File: src/rtl/fbf_pkg.sv
package fbf_pkg;
  localparam int BEAT_SHIFT = 3;
  localparam int MAX_BURST  = 16;
  localparam int BLEN_W     = 5;

  function automatic logic [BLEN_W-1:0] eff_burst(input logic [4:0] field);
    if (field == 5'd0) return 5'd1;
    else if (field > 5'(MAX_BURST)) return 5'(MAX_BURST);
    else return field;
  endfunction

  function automatic logic [4:0] eff_inflight(input logic [3:0] field);
    return (field == 4'd0) ? 5'd1 : {1'b0, field};
  endfunction
endpackage

File: src/rtl/fbf_sync_fifo.sv
module fbf_sync_fifo #(
  parameter int DW    = 64,
  parameter int DEPTH = 32
) (
  input  logic          clk,
  input  logic          rst_n,
  input  logic          flush,
  input  logic          wr_en,
  input  logic [DW-1:0] wr_data,
  input  logic          rd_en,
  output logic [DW-1:0] rd_data,
  output logic          empty,
  output logic          full
);
  localparam int AW = $clog2(DEPTH);

  logic [DW-1:0] mem [DEPTH];
  logic [AW-1:0] wp, rp;
  logic [AW:0]   cnt;

  assign empty   = (cnt == '0);
  assign full    = (cnt == (AW+1)'(DEPTH));
  assign rd_data = mem[rp];

  always_ff @(posedge clk) begin
    if (wr_en) mem[wp] <= wr_data;
  end

  always_ff @(posedge clk or negedge rst_n) begin
    if (!rst_n) begin
      wp <= '0; rp <= '0; cnt <= '0;
    end else if (flush) begin
      wp <= '0; rp <= '0; cnt <= '0;
    end else begin
      if (wr_en) wp <= (wp == AW'(DEPTH-1)) ? '0 : wp + 1'b1;
      if (rd_en && !empty) rp <= (rp == AW'(DEPTH-1)) ? '0 : rp + 1'b1;
      cnt <= cnt + (AW+1)'(wr_en) - (AW+1)'(rd_en && !empty);
    end
  end


  no_overflow_chk: assert property (@(posedge clk) disable iff (!rst_n)
    wr_en |-> !full);
endmodule

File: src/rtl/fbf_credit.sv
module fbf_credit
  import fbf_pkg::*;
#(
  parameter int DEPTH = 32
) (
  input  logic              clk,
  input  logic              rst_n,
  input  logic              flush,
  input  logic              launch,
  input  logic [BLEN_W-1:0] req_beats,
  input  logic              pop,
  input  logic              burst_done,
  input  logic [3:0]        max_inflight,
  output logic              credit_ok
);
  localparam int RW = $clog2(DEPTH + 1);

  logic [RW-1:0] resv;
  logic [4:0]    inflight;
  logic [4:0]    cap;

  assign cap       = eff_inflight(max_inflight);
  assign credit_ok = (inflight < cap) &&
                     (int'(resv) + int'(req_beats) <= DEPTH);

  always_ff @(posedge clk or negedge rst_n) begin
    if (!rst_n) begin
      resv <= '0; inflight <= '0;
    end else if (flush) begin
      resv <= '0; inflight <= '0;
    end else begin
      resv     <= resv + RW'(launch ? req_beats : '0) - RW'(pop);
      inflight <= inflight + 5'(launch) - 5'(burst_done);
    end
  end


  outst_cap_chk: assert property (@(posedge clk) disable iff (!rst_n)
    inflight <= cap);

  resv_cap_chk: assert property (@(posedge clk) disable iff (!rst_n)
    int'(resv) <= DEPTH);
endmodule

File: src/rtl/fbf_walker.sv
module fbf_walker
  import fbf_pkg::*;
#(
  parameter int LINE_W = 16
) (
  input  logic              clk,
  input  logic              rst_n,
  input  logic              enable,
  input  logic              frame_start,
  input  logic              underrun,
  input  logic [31:0]       base_addr,
  input  logic [LINE_W-1:0] line_bytes,
  input  logic [11:0]       line_count,
  input  logic [31:0]       line_pitch,
  input  logic [4:0]        burst_field,
  input  logic              credit_ok,
  input  logic              ar_ready,
  output logic              ar_valid,
  output logic [31:0]       ar_addr,
  output logic [3:0]        ar_len,
  output logic              launch,
  output logic [BLEN_W-1:0] req_beats,
  output logic              fetch_done
);
  logic              active, halted;
  logic [31:0]       line_addr, cur_addr, pitch_q;
  logic [LINE_W-1:0] beats_left, line_beats_q, line_beats_in;
  logic [11:0]       lines_left;
  logic [BLEN_W-1:0] blen;

  assign line_beats_in = line_bytes >> BEAT_SHIFT;
  assign blen          = eff_burst(burst_field);
  assign req_beats     = (beats_left < LINE_W'(blen)) ? BLEN_W'(beats_left) : blen;
  assign launch        = enable && !frame_start && active && !halted &&
                         (!ar_valid || ar_ready) && credit_ok;

  always_ff @(posedge clk or negedge rst_n) begin
    if (!rst_n) begin
      active <= 1'b0; halted <= 1'b0; ar_valid <= 1'b0;
      ar_addr <= '0; ar_len <= '0; fetch_done <= 1'b0;
      line_addr <= '0; cur_addr <= '0; pitch_q <= '0;
      beats_left <= '0; line_beats_q <= '0; lines_left <= '0;
    end else begin
      fetch_done <= 1'b0;
      if (!enable) begin
        active <= 1'b0; halted <= 1'b0; ar_valid <= 1'b0;
      end else begin
        if (ar_valid && ar_ready) ar_valid <= 1'b0;
        if (frame_start) begin
          line_addr    <= base_addr;
          cur_addr     <= base_addr;
          pitch_q      <= line_pitch;
          line_beats_q <= line_beats_in;
          beats_left   <= line_beats_in;
          lines_left   <= line_count;
          halted       <= 1'b0;
          if (line_count == '0 || line_beats_in == '0) begin
            active     <= 1'b0;
            fetch_done <= 1'b1;
          end else begin
            active <= 1'b1;
          end
        end else begin
          if (underrun) halted <= 1'b1;
          if (launch) begin
            ar_valid <= 1'b1;
            ar_addr  <= cur_addr;
            ar_len   <= 4'(req_beats - 1'b1);
            if (LINE_W'(req_beats) == beats_left) begin
              if (lines_left == 12'd1) begin
                active     <= 1'b0;
                fetch_done <= 1'b1;
              end else begin
                line_addr  <= line_addr + pitch_q;
                cur_addr   <= line_addr + pitch_q;
                beats_left <= line_beats_q;
                lines_left <= lines_left - 1'b1;
              end
            end else begin
              cur_addr   <= cur_addr + {27'd0, req_beats} * 32'd8;
              beats_left <= beats_left - LINE_W'(req_beats);
            end
          end
        end
      end
    end
  end


  ar_hold_chk: assert property (@(posedge clk) disable iff (!rst_n)
    (enable && ar_valid && !ar_ready) |=>
      (!enable || (ar_valid && $stable(ar_addr) && $stable(ar_len))));

  abort_chk: assert property (@(posedge clk) disable iff (!rst_n)
    !enable |=> !ar_valid);
endmodule

File: src/rtl/fb_line_fetch.sv
module fb_line_fetch
  import fbf_pkg::*;
#(
  parameter int DEPTH  = 32,
  parameter int LINE_W = 16
) (
  input  logic              clk,
  input  logic              rst_n,
  input  logic              enable,
  input  logic              frame_start,
  input  logic              underrun,
  input  logic [31:0]       base_addr,
  input  logic [LINE_W-1:0] line_bytes,
  input  logic [11:0]       line_count,
  input  logic [31:0]       line_pitch,
  input  logic [11:0]       bus_opts,
  output logic              ar_valid,
  input  logic              ar_ready,
  output logic [31:0]       ar_addr,
  output logic [3:0]        ar_len,
  input  logic              rd_valid,
  output logic              rd_ready,
  input  logic [63:0]       rd_data,
  input  logic              rd_last,
  input  logic              rd_err,
  output logic              px_valid,
  input  logic              px_ready,
  output logic [63:0]       px_data,
  output logic              fetch_done,
  output logic              bus_err
);
  logic              launch, credit_ok, fifo_empty, fifo_full;
  logic [BLEN_W-1:0] req_beats;
  logic              beat_in, pop, burst_done;
  logic              unused_opt_bits;

  assign unused_opt_bits = ^{bus_opts[7:5], fifo_full};
  assign rd_ready   = 1'b1;
  assign beat_in    = enable && rd_valid;
  assign burst_done = beat_in && rd_last;
  assign px_valid   = !fifo_empty;
  assign pop        = px_valid && px_ready;

  fbf_walker #(.LINE_W(LINE_W)) u_walk (
    .clk(clk), .rst_n(rst_n), .enable(enable), .frame_start(frame_start),
    .underrun(underrun), .base_addr(base_addr), .line_bytes(line_bytes),
    .line_count(line_count), .line_pitch(line_pitch),
    .burst_field(bus_opts[4:0]), .credit_ok(credit_ok), .ar_ready(ar_ready),
    .ar_valid(ar_valid), .ar_addr(ar_addr), .ar_len(ar_len),
    .launch(launch), .req_beats(req_beats), .fetch_done(fetch_done)
  );

  fbf_credit #(.DEPTH(DEPTH)) u_credit (
    .clk(clk), .rst_n(rst_n), .flush(!enable), .launch(launch),
    .req_beats(req_beats), .pop(pop), .burst_done(burst_done),
    .max_inflight(bus_opts[11:8]), .credit_ok(credit_ok)
  );

  fbf_sync_fifo #(.DW(64), .DEPTH(DEPTH)) u_fifo (
    .clk(clk), .rst_n(rst_n), .flush(!enable), .wr_en(beat_in),
    .wr_data(rd_data), .rd_en(pop), .rd_data(px_data),
    .empty(fifo_empty), .full(fifo_full)
  );

  always_ff @(posedge clk or negedge rst_n) begin
    if (!rst_n) bus_err <= 1'b0;
    else        bus_err <= beat_in && rd_err;
  end


  flush_chk: assert property (@(posedge clk) disable iff (!rst_n)
    !enable |=> !px_valid);

  px_hold_chk: assert property (@(posedge clk) disable iff (!rst_n)
    (enable && px_valid && !px_ready) |=> (!enable || (px_valid && $stable(px_data))));
endmodule

File: config.mk
export PLATFORM = sky130hd
export DESIGN_NAME = fb_line_fetch
export DESIGN_NICKNAME = d
export VERILOG_FILES = /design/src/rtl/fbf_pkg.sv /design/src/rtl/fbf_sync_fifo.sv /design/src/rtl/fbf_credit.sv /design/src/rtl/fbf_walker.sv /design/src/rtl/fb_line_fetch.sv
export SDC_FILE = /design/constraint.sdc
export NUM_CORES = 2
export LEC_CHECK = 0
export CORE_MARGIN = 4
export CORE_UTILIZATION = 60
export DETAILED_ROUTE_END_ITERATION = 8
export PLACE_DENSITY_LB_ADDON = 0.1
export SLEW_MARGIN = 20
export SYNTH_ARGS = -nofsm -noshare
export SYNTH_HDL_FRONTEND = slang
export SYNTH_SLANG_ARGS = --single-unit
File: constraint.sdc
create_clock -name clk -period 6.65 [get_ports clk]
set_input_delay 1.995 -clock clk [delete_from_list [all_inputs] [get_ports clk]]
set_output_delay 1.995 -clock clk [all_outputs]
set_load 0.05 [all_outputs]
======== Word-level counts from Yosys, hierarchy flattened ========
Memory sizes are Yosys's and may differ from the RTL's.
Index checks and enable logic that the tools add are counted.
cells by class
  add/sub/neg operators ................... 14
  order comparisons ....................... 4
  equal/unequal tests ..................... 12
  multiplexer cells ....................... 50
  bitwise logic cells ..................... 1
  reduce and logical (&&, ||, !) cells .... 30
operators by type and width
  operator                                                                number
  32-bit 2-to-1 mux                                                       7
  16-bit 2-to-1 mux                                                       4
  5-bit 2-to-1 mux                                                        11
  12-bit 2-to-1 mux                                                       4
  32-bit adder                                                            1
  32-bit by 8-bit adder with 32-bit output                                1
  32-bit by 7-bit <= comparator with 1-bit output, second input constant  1
  1-bit 2-to-1 mux                                                        21
  5-bit by 16-bit == test with 1-bit output                               1
  16-bit logical NOT                                                      1
  16-bit by 5-bit < comparator with 1-bit output                          1
  16-bit by 5-bit subtractor with 16-bit output                           1
  12-bit by 1-bit == test with 1-bit output, second input constant        1
  1-bit logical AND                                                       12
  12-bit logical NOT                                                      1
  6-bit 2-to-1 mux                                                        2
  3-bit by 1-bit != test with 1-bit output, second input constant         4
  12-bit by 1-bit subtractor with 12-bit output, second input constant    1
  6-bit by 1-bit subtractor with 6-bit output                             2
  5-bit by 1-bit adder with 5-bit output, second input constant           2
  5-bit == test, second input constant                                    2
  3-bit AND reduction                                                     3
  6-bit by 5-bit adder with 7-bit output                                  1
  6-bit by 1-bit adder with 6-bit output                                  1
  19 further kinds                                                        25
storage, ports and cells
  flip-flop bits (word level) ............. 205
  bits in writable memories ............... 2048
  output and inout bits ................... 105
  word-level logic and storage cells ...... 130
  memories ................................ 1
memory list
  name        words  bits a word  rd ports  clocked after Yosys merged registers in  write ports  RTL line             text
  u_fifo.mem  32     64           1         0                                        1            fbf_sync_fifo.sv:17  logic [DW-1:0] mem [DEPTH];

======== Logic depth before layout (Yosys ltp) ========
  depth after elaboration ................. 13
  depth in mapped cells ................... 29

======== Cells and area by module ========
A second synthesis with hierarchy kept.
second synthesis, totals
  cells, all modules ...................... 5177
  area total of the unflattened synthesis .. 91049.8 um2
by module, submodules not included
  module         times used  cells each  area an instance (um2)  sequential area each (um2)
  fbf_sync_fifo  1           3771        78744.3                 61899.4
  fbf_walker     1           1265        11069.4                 4429.2
  fbf_credit     1           132         1166.1                  275.3
  fb_line_fetch  1           9           70.1                    25.0

======== Worst setup path before layout ========
No wires, ideal clock.
  kind .................................... input -> register
  from .................................... in bus_opts[2]
  to ...................................... reg u_credit.resv[5]
  setup time .............................. 0.132 ns
  data arrival time ....................... 6.964 ns
  required time ........................... 6.518 ns
  setup slack ............................. -0.446 ns
  stages .................................. 29
  buffers on the path ..................... 2
  cells stage by stage .................... nor2b_1 inv_1 ha_1 o311ai_0 nand2_1 a21oi_1 o21ai_1 mux2i_1 inv_1 ha_1 inv_1 fa_1 nor2b_1 o21a_1 or3_1 a21oi_1 o21a_1 clkbuf_1 clkbuf_1 nand2_1 ha_1 inv_1 ha_1 a21o_1 a21oi_1 o21bai_1 a21oi_1 xnor2_1 nor2_1
between the ends
  word-level cells in the longest chain between the ends .. 13
  elaborated cells on any way between the ends .. 14
  those cells by class .................... add/sub (3); order compare (3); mux (5); reduce/logical (3)
ends and longest elaborated chain
  element                                          RTL line             text
  start, declared                                  fb_line_fetch.sv:16  input logic [11:0] bus_opts,
  5-bit greater-than comparator                    fbf_pkg.sv:8         else if (field > 5'(MAX_BURST)) return 5'(MAX_BURST);
  5-bit 2-to-1 mux                                 fbf_pkg.sv:8
  5-bit 2-to-1 mux (*)                             fbf_pkg.sv:7         if (field == 5'd0) return 5'd1;
  16-bit by 5-bit < comparator with 1-bit output   fbf_walker.sv:33     assign req_beats = (beats_left < LINE_W'(blen)) ? BLEN_W'(beats_left) : blen;
  5-bit 2-to-1 mux (*)                             fbf_walker.sv:33
  6-bit by 5-bit adder with 7-bit output           fbf_credit.sv:24     (int'(resv) + int'(req_beats) <= DEPTH);
  32-bit by 7-bit <= comparator with 1-bit output  fbf_credit.sv:24
  1-bit logical AND                                fbf_credit.sv:23     assign credit_ok = (inflight < cap) &&
  1-bit logical AND                                fbf_walker.sv:35     (!ar_valid || ar_ready) && credit_ok;
  5-bit 2-to-1 mux (*)                             fbf_credit.sv:32     resv <= resv + RW'(launch ? req_beats : '0) - RW'(pop);
  6-bit adder (*)                                  fbf_credit.sv:32
  6-bit by 1-bit subtractor with 6-bit output (*)  fbf_credit.sv:32
  6-bit 2-to-1 mux (*)                             fbf_credit.sv:29     end else if (flush) begin
  end signal, assigned                             fbf_credit.sv:32
  end, declared                                    fbf_credit.sv:18     logic [RW-1:0] resv;
Mark *: on every way between the ends. The rest lies on a longest branch, timed or not.
A chain may end at the register's enable or synchronous reset.

======== Worst setup path in the final report ========
  from .................................... reg u_fifo.rp[0]
  to ...................................... out px_data[49]
between the ends
  word-level cells in the longest chain between the ends .. 1
ends and longest elaborated chain
  element                  RTL line             text
  start, declared          fbf_sync_fifo.sv:18  logic [AW-1:0] wp, rp;
  start signal, assigned   fbf_sync_fifo.sv:36  if (rd_en && !empty) rp <= (rp == AW'(DEPTH-1)) ? '0 : rp + 1'b1;
  memory read 32 x 64 bit  n/a
  end, declared            fb_line_fetch.sv:28  output logic [63:0] px_data,
Every way passes these cells.

==> metrics.md <==
| Metric | Value |
|---|---|
| Status | `complete, no violations` |
| Largest net degree at the start of global routing | `108` |
| Maximum Capacitance Violations | `0` |
| Global-route wire length before repair | `319,000 um` |
| Die Ht | `396 um` |
| Final Total Pwr | `0.0345 W` |
| Die area | `between 0.15 and 0.2 sq mm` |
| Clock root cell | `clkbuf_16` |
| TritonCTS sink count | `2,253` |
| HPWL after DPL | `117,000 um` |
| Peak Freq | `158 MHz` |
| CP Capture Type | `output pin` |
| Max_slew headroom | `26.3%` |
| Crit path max fanout | `23` |
| Die extent in x | `396 um` |
| Vias/cell | `around 6.5` |
| Vias in the first global route | `46,279` |
| DRT iter0 DRCs | `5,394` |
| # port buffers | `275` |
| Starting Density | `around 60%` |
| Clk_lat worst skew | `approximately 0.84 ns` |
| Share of cells above drive strength 1 | `26.1%` |
| Synth Register Bits | `2,253` |
| Worst-Margin Slew | `1.10 ns` |
| Routed WL | `217,000 um` |
| Number of synthesis warnings | `0` |
| Worst EP required | `4.66 ns` |
| Syn Area/Cell | `between 20 and 25 sq um` |
| Number of I/O pins | `283` |
| Final cycle utilization of the critical path | `95.4%` |
| Final Hold Vio Count | `0` |
| Gate Count Post-Synth | `4,448` |
| Post-CTS Resized | `0` |
| Wire length per cell | `30.5 um` |
| CTS hold repair buffers | `0` |
| Post-CTS Setup Bufs | `0` |
| Ys flop type | `edfxtp_1` |
| CTS tree | `built` |
| Slew Viols, Final | `0` |
| Clock transition at the registers of the reported paths | `0.06 ns` |
| First-pass DRT Iterations | `5` |
| Peak supply drop | `293 uV` |
| Critical Path Start Type | `flop` |
| Met2 GRT Util | `45.7%` |
| DP Area | `0.0973 sq mm` |
| EDFF count, synth | `around 2,000` |
| Placer Congestion | `0.886` |
| Finished Core Util | `69.6%` |
| Post-synth cell types | `approximately 80` |
| CP Class | `flop to output pin` |
| Nets | `5,181` |
| RSZ-0062 raised after global routing | `no` |
| Ys async rst share | `9.10%` |
| GRT busiest layer | `met2` |
| Seq/Total Area, Yosys | `approximately three quarters` |
| Synthesized area | `0.0904 sq mm` |
| Final Skew | `0.0295 ns` |
| Grt total ovfl | `0` |
| Num rows | `142` |
| Core Area | `0.150 sq mm` |
| DRC | `0` |
| CTS Buffer Depth | `3` |
| Total CTS buffers | `217` |
| Initial antenna violation count | `9` |
| Fin area | `0.104 sq mm` |
| Cell area power density | `331 mW/mm^2` |
| GRT Overall Usage | `28.0%` |
| Via total after detailed routing | `46,552` |
| Area growth, synth to finish | `15.2%` |
| Met3 GRT Util | `4.86%` |
| Routed Antenna Nets | `0` |
| Leak pwr | `33.7 nW` |
| Final Critical Period | `6.35 ns` |
| Final setup violation count | `0` |
| Hold crit path type | `flop to flop` |
| GRT met1 Usage | `40.3%` |
| Syn Nets | `4,720` |
| Worst path arrival time | `4.35 ns` |
| H-Tree Depth | `4` |
[worst paths after layout]
| kind | slack [ns] | from | cells after the start | end |
|---|---|---|---|---|
| max in group asynchronous | 4.18 | rst_n | 2 | u_walk.lines_left[1] |
| min in group asynchronous | 1.21 | rst_n | 1 | u_walk.ar_addr[9] |
| setup reg to reg | 1.18 | u_walk.beats_left[9] | 23 | u_credit.inflight[4] |
| setup / recovery | 0.30 | u_fifo.rp[0] | 6 | px_data[49] |
| hold reg to reg | 0.47 | u_walk.ar_addr[25] | 2 | u_walk.ar_addr[25] |
| hold / removal | 0.47 | u_walk.ar_addr[25] | 2 | u_walk.ar_addr[25] |
[cells in the mapped netlist, types with 36 or more instances]
master	number	share of area, %
nand2_1	235	0.98
nor2_1	144	0.60
inv_1	72	0.30
o21ai_0	115	0.64
ha_1	87	1.2
buf_1	36	0.15
a21oi_1	123	0.68
a21o_1	37	0.31
dfrtp_1	205	5.7
edfxtp_1	2048	68
clkbuf_1	184	0.76
mux4_2	640	16
mux2_2	113	1.4
[cell usage in the layout (no fill, tap or decap), drive strengths merged, types with 16 or more instances in the layout]
| cell | netlist | routed |
|---|---|---|
| inv | 72 | 75 |
| mux4 | 640 | 640 |
| nor2 | 144 | 144 |
| a31oi | 17 | 17 |
| a21oi | 123 | 123 |
| o21ai | 123 | 123 |
| and3 | 22 | 22 |
| dfrtp | 205 | 205 |
| edfxtp | 2048 | 2048 |
| ha | 87 | 87 |
| nand3 | 32 | 32 |
| nor4 | 16 | 16 |
| nand2 | 235 | 235 |
| a211oi | 16 | 16 |
| clkdlybuf4s50 | 0 | 267 |
| nor3 | 22 | 22 |
| clkbuf | 184 | 268 |
| xor2 | 24 | 24 |
| buf | 49 | 208 |
| xnor2 | 32 | 32 |
| mux2 | 113 | 113 |
| a21o | 37 | 37 |
| clkinv | 0 | 110 |
[per-layer routing]
metal	vias up	part of all wire [%]
met1	24798	39
met2	2125	50
met3	356	8.2
met4	8	2.3
li1	19265	-
met5	-	0.021
[state kept, by name, summed over array words and instances, names as in the netlist]
name	cells
u_walk.line_beats_q	13
u_walk.ar_addr	32
u_credit.inflight	5
u_walk.ar_valid	1
u_walk.cur_addr	32
u_credit.resv	6
u_walk.line_addr	32
u_walk.beats_left	16
u_fifo.rp	5
u_fifo.wp	5
u_walk.ar_len	4
u_fifo.cnt	6
u_fifo.mem	2048
bus_err	1
u_walk.pitch_q	32
u_walk.fetch_done	1
u_walk.halted	1
u_walk.active	1
u_walk.lines_left	12
[critical path, cell delays in order (launching register included)]
cell             delay [ns]
dfrtp_4                0.79
buf_12                 0.29
buf_4                  0.34
mux4_2                 0.58
mux4_2                 0.49
mux2_2                 0.31
clkdlybuf4s50_1        0.71
[through the flow]
| step | worst slack, ns | TNS, ns | std cells | hold slack (ns) |
|---|---|---|---|---|
| floorplan | -0.0351 | -0.0351 | 4448 | 0.439 |
| global placement | -0.385 | -1.52 | 6706 | 0.459 |
| detailed placement | -0.418 | -1.86 | 6706 | 0.463 |
| CTS | 0.161 | 0 | 7107 | 0.477 |
| global route | 0.0290 | 0 | 7107 | 0.494 |
| finish | 0.305 | 0 | 7111 | 0.470 |
[power by group]
part / internal [W] / switching, W
Clock: 0.00667 / 0.00519
Sequential: 0.0158 / 0.000333
Combinational: 0.00304 / 0.00349
[cells by family after synthesis]
| logic type | share of synthesized area (%) |
|---|---|
| AO/OA/AOI/OAI | 2.83 |
| XOR/XNOR | 0.542 |
| adder cells (fa/ha/maj) | 1.36 |
| buffers and inverters | 1.30 |
| flip-flops | 73.7 |
| multiplexers | 17.5 |
| other | 0.00415 |
| AND/OR/NAND/NOR | 2.84 |
[final cells by class]
class                   count  area, sq um
flip-flops and latches   2253        66600
repair buffers            475         4980
multi-input cells        1890        22900
fillers                  9193        45500
well taps                2016         2520
clock buffers             268         5750
diodes                      4         10.0
clock inverters           133         1130
inverters                  72          270
No activity file was read; power rests on OpenSTA's default activity.
